`config.mk`:
```
export PLATFORM = sky130hd
export DESIGN_NAME = obj_count_packer
export DESIGN_NICKNAME = d
export VERILOG_FILES = /design/src/rtl/ocp_pkg.sv /design/src/rtl/ocp_thr_bank.sv /design/src/rtl/ocp_cnt_array.sv /design/src/rtl/ocp_emit_seq.sv /design/src/rtl/obj_count_packer.sv
export SDC_FILE = /design/constraint.sdc
export NUM_CORES = 2
export LEC_CHECK = 0
export CAP_MARGIN = 5
export CORE_MARGIN = 5
export CORE_UTILIZATION = 47
export DETAILED_ROUTE_END_ITERATION = 8
export GPL_TIMING_DRIVEN = 0
export PLACE_DENSITY = 0.7
export SYNTH_ARGS = -nofsm -noshare
export SYNTH_HDL_FRONTEND = slang
export SYNTH_SLANG_ARGS = --single-unit
export TNS_END_PERCENT = 100
```
`constraint.sdc`:
```
create_clock -name clk -period 7 [get_ports clk]
set_input_delay 1.75 -clock clk [delete_from_list [all_inputs] [get_ports clk]]
set_output_delay 1.75 -clock clk [all_outputs]
set_load 0.02 [all_outputs]
```
`src/rtl/ocp_pkg.sv`:
```
package ocp_pkg;
  typedef enum logic [1:0] {
    ST_IDLE  = 2'd0,
    ST_ACCUM = 2'd1,
    ST_EMIT  = 2'd2
  } seq_state_t;
endpackage

```
`src/rtl/ocp_thr_bank.sv`:
```
module ocp_thr_bank #(
  parameter int N_TYPE = 3,
  parameter int N_THR  = 6,
  parameter int ET_W   = 10,
  parameter int TYPE_W = 2,
  parameter int SEL_W  = 3
) (
  input  logic                          clk,
  input  logic                          rst_n,
  input  logic                          cfg_we,
  input  logic [TYPE_W-1:0]             cfg_type,
  input  logic [SEL_W-1:0]              cfg_sel,
  input  logic [ET_W-1:0]               cfg_value,
  input  logic                          load,
  output logic [N_TYPE*N_THR*ET_W-1:0]  thr_flat
);
  localparam int N_ENT = N_TYPE * N_THR;

  for (genvar e = 0; e < N_ENT; e++) begin : g_ent
    localparam logic [TYPE_W-1:0] T_CODE = TYPE_W'(e / N_THR);
    localparam logic [SEL_W-1:0]  S_CODE = SEL_W'((e % N_THR) + 1);
    logic [ET_W-1:0] staged;
    logic [ET_W-1:0] working;

    always_ff @(posedge clk) begin
      if (!rst_n) begin
        staged <= '1;
      end else if (cfg_we && cfg_type == T_CODE && cfg_sel == S_CODE) begin
        staged <= cfg_value;
      end
    end

    always_ff @(posedge clk) begin
      if (!rst_n) begin
        working <= '1;
      end else if (load) begin
        working <= staged;
      end
    end

    assign thr_flat[e*ET_W +: ET_W] = working;
  end
endmodule

```
`src/rtl/ocp_cnt_array.sv`:
```
module ocp_cnt_array #(
  parameter int N_TYPE   = 3,
  parameter int N_ETA    = 4,
  parameter int N_REG    = 3,
  parameter int N_THR    = 6,
  parameter int CNT_W    = 2,
  parameter int ET_W     = 10,
  parameter int TYPE_W   = 2,
  parameter int ETA_W    = 3,
  parameter int REG_W    = 2,
  parameter int ETA_BASE = 2
) (
  input  logic                                     clk,
  input  logic                                     rst_n,
  input  logic                                     clr,
  input  logic                                     acc,
  input  logic [TYPE_W-1:0]                        cand_type,
  input  logic [ETA_W-1:0]                         cand_eta,
  input  logic [REG_W-1:0]                         cand_reg,
  input  logic [ET_W-1:0]                          cand_et,
  input  logic [N_TYPE*N_THR*ET_W-1:0]             thr_flat,
  output logic [N_TYPE*N_ETA*N_REG*N_THR*CNT_W-1:0] cnt_flat
);
  localparam int CELLS_PER_TYPE = N_ETA * N_REG;
  localparam int N_CELL         = N_TYPE * CELLS_PER_TYPE;

  logic              in_range;
  int                cell_i;
  logic [N_CELL-1:0] hit;

  always_comb begin
    in_range = (int'(cand_type) < N_TYPE) &&
               (int'(cand_eta) >= ETA_BASE) &&
               (int'(cand_eta) < ETA_BASE + N_ETA) &&
               (int'(cand_reg) < N_REG);
    cell_i = int'(cand_type) * CELLS_PER_TYPE +
             (int'(cand_eta) - ETA_BASE) * N_REG + int'(cand_reg);
  end

  for (genvar c = 0; c < N_CELL; c++) begin : g_cell
    localparam int TI = c / CELLS_PER_TYPE;
    assign hit[c] = acc && in_range && (cell_i == c);

    for (genvar j = 0; j < N_THR; j++) begin : g_thr
      logic [CNT_W-1:0] cnt;
      logic [ET_W-1:0]  cut;
      assign cut = thr_flat[(TI*N_THR + j)*ET_W +: ET_W];

      always_ff @(posedge clk) begin
        if (!rst_n) begin
          cnt <= '0;
        end else if (clr) begin
          cnt <= '0;
        end else if (hit[c] && (cand_et > cut) && (cnt != '1)) begin
          cnt <= cnt + 1'b1;
        end
      end

      assign cnt_flat[(c*N_THR + j)*CNT_W +: CNT_W] = cnt;
    end
  end
endmodule

```
`src/rtl/ocp_emit_seq.sv`:
```
module ocp_emit_seq
  import ocp_pkg::*;
#(
  parameter int N_WORDS = 36,
  parameter int IDX_W   = $clog2(N_WORDS)
) (
  input  logic             clk,
  input  logic             rst_n,
  input  logic             frame_start,
  input  logic             frame_end,
  input  logic             out_ready,
  output logic             accum,
  output logic             start_take,
  output logic             out_valid,
  output logic [IDX_W-1:0] word_idx
);
  seq_state_t state;

  assign accum      = (state == ST_ACCUM);
  assign out_valid  = (state == ST_EMIT);
  assign start_take = (state == ST_IDLE) && frame_start;

  always_ff @(posedge clk) begin
    if (!rst_n) begin
      state    <= ST_IDLE;
      word_idx <= '0;
    end else begin
      unique case (state)
        ST_IDLE: if (frame_start) state <= ST_ACCUM;
        ST_ACCUM: if (frame_end) begin
          state    <= ST_EMIT;
          word_idx <= '0;
        end
        ST_EMIT: if (out_ready) begin
          if (word_idx == IDX_W'(N_WORDS - 1)) begin
            state    <= ST_IDLE;
            word_idx <= '0;
          end else begin
            word_idx <= word_idx + 1'b1;
          end
        end
        default: state <= ST_IDLE;
      endcase
    end
  end
endmodule

```
`src/rtl/obj_count_packer.sv`:
```
module obj_count_packer #(
  parameter int ET_W     = 10,
  parameter int ETA_W    = 3,
  parameter int TYPE_W   = 2,
  parameter int REG_W    = 2,
  parameter int SEL_W    = 3,
  parameter int N_TYPE   = 3,
  parameter int N_ETA    = 4,
  parameter int N_REG    = 3,
  parameter int N_THR    = 6,
  parameter int CNT_W    = 2,
  parameter int ETA_BASE = 2
) (
  input  logic                    clk,
  input  logic                    rst_n,
  input  logic                    cand_valid,
  output logic                    cand_ready,
  input  logic [TYPE_W-1:0]       cand_type,
  input  logic [ETA_W-1:0]        cand_eta,
  input  logic [REG_W-1:0]        cand_region,
  input  logic [ET_W-1:0]         cand_et,
  input  logic                    frame_start,
  input  logic                    frame_end,
  input  logic                    cfg_we,
  input  logic [TYPE_W-1:0]       cfg_type,
  input  logic [SEL_W-1:0]        cfg_sel,
  input  logic [ET_W-1:0]         cfg_value,
  output logic                    out_valid,
  input  logic                    out_ready,
  output logic [N_THR*CNT_W-1:0]  out_data
);
  localparam int WORD_W  = N_THR * CNT_W;
  localparam int N_WORDS = N_TYPE * N_ETA * N_REG;
  localparam int IDX_W   = $clog2(N_WORDS);

  logic                          accum;
  logic                          start_take;
  logic [IDX_W-1:0]              word_idx;
  logic [N_TYPE*N_THR*ET_W-1:0]  thr_flat;
  logic [N_WORDS*WORD_W-1:0]     cnt_flat;

  assign cand_ready = accum;

  ocp_thr_bank #(
    .N_TYPE(N_TYPE), .N_THR(N_THR), .ET_W(ET_W), .TYPE_W(TYPE_W), .SEL_W(SEL_W)
  ) u_bank (
    .clk(clk), .rst_n(rst_n), .cfg_we(cfg_we), .cfg_type(cfg_type),
    .cfg_sel(cfg_sel), .cfg_value(cfg_value), .load(start_take),
    .thr_flat(thr_flat)
  );

  ocp_cnt_array #(
    .N_TYPE(N_TYPE), .N_ETA(N_ETA), .N_REG(N_REG), .N_THR(N_THR),
    .CNT_W(CNT_W), .ET_W(ET_W), .TYPE_W(TYPE_W), .ETA_W(ETA_W),
    .REG_W(REG_W), .ETA_BASE(ETA_BASE)
  ) u_cnt (
    .clk(clk), .rst_n(rst_n), .clr(start_take),
    .acc(cand_valid && accum), .cand_type(cand_type), .cand_eta(cand_eta),
    .cand_reg(cand_region), .cand_et(cand_et), .thr_flat(thr_flat),
    .cnt_flat(cnt_flat)
  );

  ocp_emit_seq #(
    .N_WORDS(N_WORDS), .IDX_W(IDX_W)
  ) u_seq (
    .clk(clk), .rst_n(rst_n), .frame_start(frame_start),
    .frame_end(frame_end), .out_ready(out_ready), .accum(accum),
    .start_take(start_take), .out_valid(out_valid), .word_idx(word_idx)
  );

  always_comb begin
    out_data = '0;
    for (int w = 0; w < N_WORDS; w++) begin
      if (word_idx == IDX_W'(w)) out_data = cnt_flat[w*WORD_W +: WORD_W];
    end
  end
endmodule

```
==> impl_metrics.toml <==
[sta]
hold_violations = 0
max_freq_mhz = 141
finalSetupViolCount = 7
finalCriticalPeriod_ps = 7110
rsz0062_at_grt = "false"
setup_ws_ps = -105
finClkSkew_ps = 46.2
worstMarginPinSlew_ps = 1630
drv_slew = 4
relSlewSlack = -0.100
timing.hold.ws_ps = 456
fin_crit_sh = 1.02

[route]
wirelength_um = 172000
dr_total_vias = 40900
drc_errors = 0
wl_per_cell_um = 26.7
ant_nets = 0
viasPerCell = 6.35
drt-initial-drc-count = 5450
dr.pass1.iters = 8

[cells_and_area]
layout-drive-gt1-share = 0.0918
syn_to_final_growth_pct = 14.7
nets = 5670
fillers = 8266
finalNonFillerCells = 6440

[worst_setup_path]
worstPathRequired_ps = 5250
crit_path_end_kind = "output port"
cp_max_fo = 10
cp.arrival_ps = 5360
cp-start-kind = "register"
path_class = "reg -> out"

[clock_tree]
cts_buffers = 88
clock-root-buffer = "clkbuf_16"
h-tree-depth = 3
clk-insertion-delay-late_ps = 710
clkSlewWorstSetupHoldPaths_ps = 60
cts.sinks = 800
cts_tree = "built"
clock_path_buffers = 3

[die]
ioPinCount = 53
dieWidth_um = 312
die_h_um = 312
core_um2 = 90100
start_util = 0.474
die-area_um2 = 97100
num_rows = 110

[global_route]
track_usage = 0.338
first_global_vias = 38300
grt_max_degree = 19
grt_pass1_wl_um = 249000
grt_overflow = 0
antenna_found_initial = 10

[synthesis]
yosysUniqueCellTypes = 86
yosys_warnings = 0
synth_top_flop_cell = "dfxtp_1"
avgSynthCellArea_um2 = 8.53
ys_ff_latch = 800
yosysSeqAreaShare = 0.375
syn_inst = 5011
synth.top_cell.area_share = 0.375
synth_area_um2 = 42700
synthTopCellsByArea = "dfxtp_1 37%, ha_1 13%, nand2_1 6.4%"
synth_top_area_cell = "dfxtp_1"
async_reset_ff_frac = 0
syn_nets = 5485
synth-edff-count = 0

[placement]
dp_cells = 6244
post-place-ws_ps = -1720
gp_congestion = 1.08
portBuffers = 41
hpwl_um = 124000

[power]
ir_drop_uv = 233
clockPowerShare = 0.382
power.density_nw_per_um2 = 268
power.switching_mw = 4.49
power.leakage_nw = 20.8
seqPwrFrac = 0.377
switching_share = 0.342
p_int_mw = 8.64
p_comb_frac = 0.242

[run]
max_cap_violations = 1

[outcome]
outcome = "complete, but fails checks"
violations = "max-capacitance violations, max-slew violations, negative setup slack"

[min_path]
min_path_type = "reg -> reg"
## layout by cell type (no fill, tap or decap), types with 75 or more instances in the layout
cell       synthesis  final
dfxtp_1          800    800
nand2_1          726    724
nor2_1           576    575
ha_1             433    433
nand3_1          278    271
mux2i_1          222    222
clkbuf_1         248    218
inv_1            204    204
xnor2_1          196    195
o211ai_1         177    177
o21ai_0          120    119
a21oi_1          119    117
nor4_2            62    111
nand4_1           92     92
clkbuf_16          0     88
nor4_1           136     75
## cell usage after synthesis, types with 8 or more instances
cell type  instances
and2_1            11
nand3b_1          12
a211o_1            9
mux2i_1          222
o41ai_1           10
nand2b_1          26
a32oi_1            8
o21a_1            10
nor4_1           136
o221ai_1          25
nand4_1           92
o31a_1             9
o31ai_1            8
clkbuf_1         248
xor2_1            30
inv_1            204
xnor2_1          196
dfxtp_1          800
nor2b_1           17
o211ai_1         177
ha_1             433
or3_1             31
nand3_1          278
buf_2             23
or2_2              8
nor3_1            69
a211oi_1          39
a21o_1            20
o22ai_1           30
nand2_1          726
a21oi_1          119
and3_1            12
a22oi_1           16
a31oi_1           16
nor2_1           576
o21ai_0          120
a221oi_1          17
buf_1             24
nor4_2            62
## state kept, by name (all words and copies together), names as in the netlist
register	cells
u_bank.g_ent.staged	180
u_seq.state	2
u_bank.g_ent.working	180
u_seq.word_idx	6
u_cnt.g_cell.g_thr.cnt	432
## critical path: stages, from the launching register on
cell and delay, ps:
dfxtp_1 400, inv_1 100, ha_1 180, clkbuf_2 230, clkinv_2 310, clkbuf_2 590
clkbuf_1 870, o221ai_1 480, a221oi_1 460, o211ai_1 140, nand3_1 220, clkdlybuf4s50_1 650
## stage by stage
stage	instance area, um2	power, mW	utilization	TNS (ps)
6_report	49000	13.1	0.544	-349
5_1_grt	49000	13.6	0.544	0
4_1_cts	48500	13.0	0.538	-39.6
3_5_place_dp	44800	8.01	0.497	-535670
3_3_place_gp	44600	7.91	0.495	-482300
2_1_floorplan	42700	6.81	-	0
## layout make-up
type / count / area (um2) / area share
multi-input combinational: 3710 / 25600 / 0.523
clock buffer: 116 / 2450 / 0.0499
sequential: 800 / 16000 / 0.327
clock inverter: 41 / 617 / 0.0126
timing repair buffer: 99 / 852 / 0.0174
inverter: 205 / 771 / 0.0157
antenna: 1 / 2.50 / 0.0000510
tap: 1176 / 1470 / 0.0300
buffer: 292 / 1230 / 0.0251
## logic make-up (layout without fill, tap and decap cells)
logic type / count (synthesis) / in the layout / synth area share
compound gates: 702 / 702 / 0.114
xor+xnor: 226 / 226 / 0.0463
fa+ha+maj: 435 / 435 / 0.128
buf+inv: 501 / 753 / 0.0447
flops: 800 / 800 / 0.375
mux: 223 / 223 / 0.0522
other cells: 0 / 1 / 0
simple gates: 2124 / 2124 / 0.240
## metal layers
layer	wire [um]	up-vias	GRT usage
li1	-	18100	-
met1	67800	19700	0.441
met2	72200	2403	0.511
met3	20000	682	0.0881
met4	11700	16	0.185
met5	121	-	0
## worst paths after layout
check	start	to	cells after the start	slack, ps
worst min register to register	u_bank.g_ent[16].staged[0]	u_bank.g_ent[16].working[0]	2	460
worst max-delay path	u_seq.word_idx[1]	out_data[6]	11	-110
worst min-delay path	u_bank.g_ent[16].staged[0]	u_bank.g_ent[16].working[0]	2	460
worst max register to register	u_bank.g_ent[3].working[8]	u_cnt.g_cell[9].g_thr[3].cnt[0]	10	3030
## timing repair
item	in CTS	in global routing
setup endpoints to repair	444	411
setup buffers	29	13
hold buffers	0	0
resized for setup	112	81
pin swaps	16	12
## power by group through the flow
stage          combinational (mW)  clock [mW]  sequential [mW]
2_1_floorplan                1.79           0             5.02
3_5_place_dp                 2.97           0             5.05
6_report                     3.17        5.01             4.95
4_1_cts                      3.03        5.02             4.95
3_3_place_gp                 2.87           0             5.04
5_1_grt                      3.37        5.23             4.97
(Power assumes the default switching activity.)
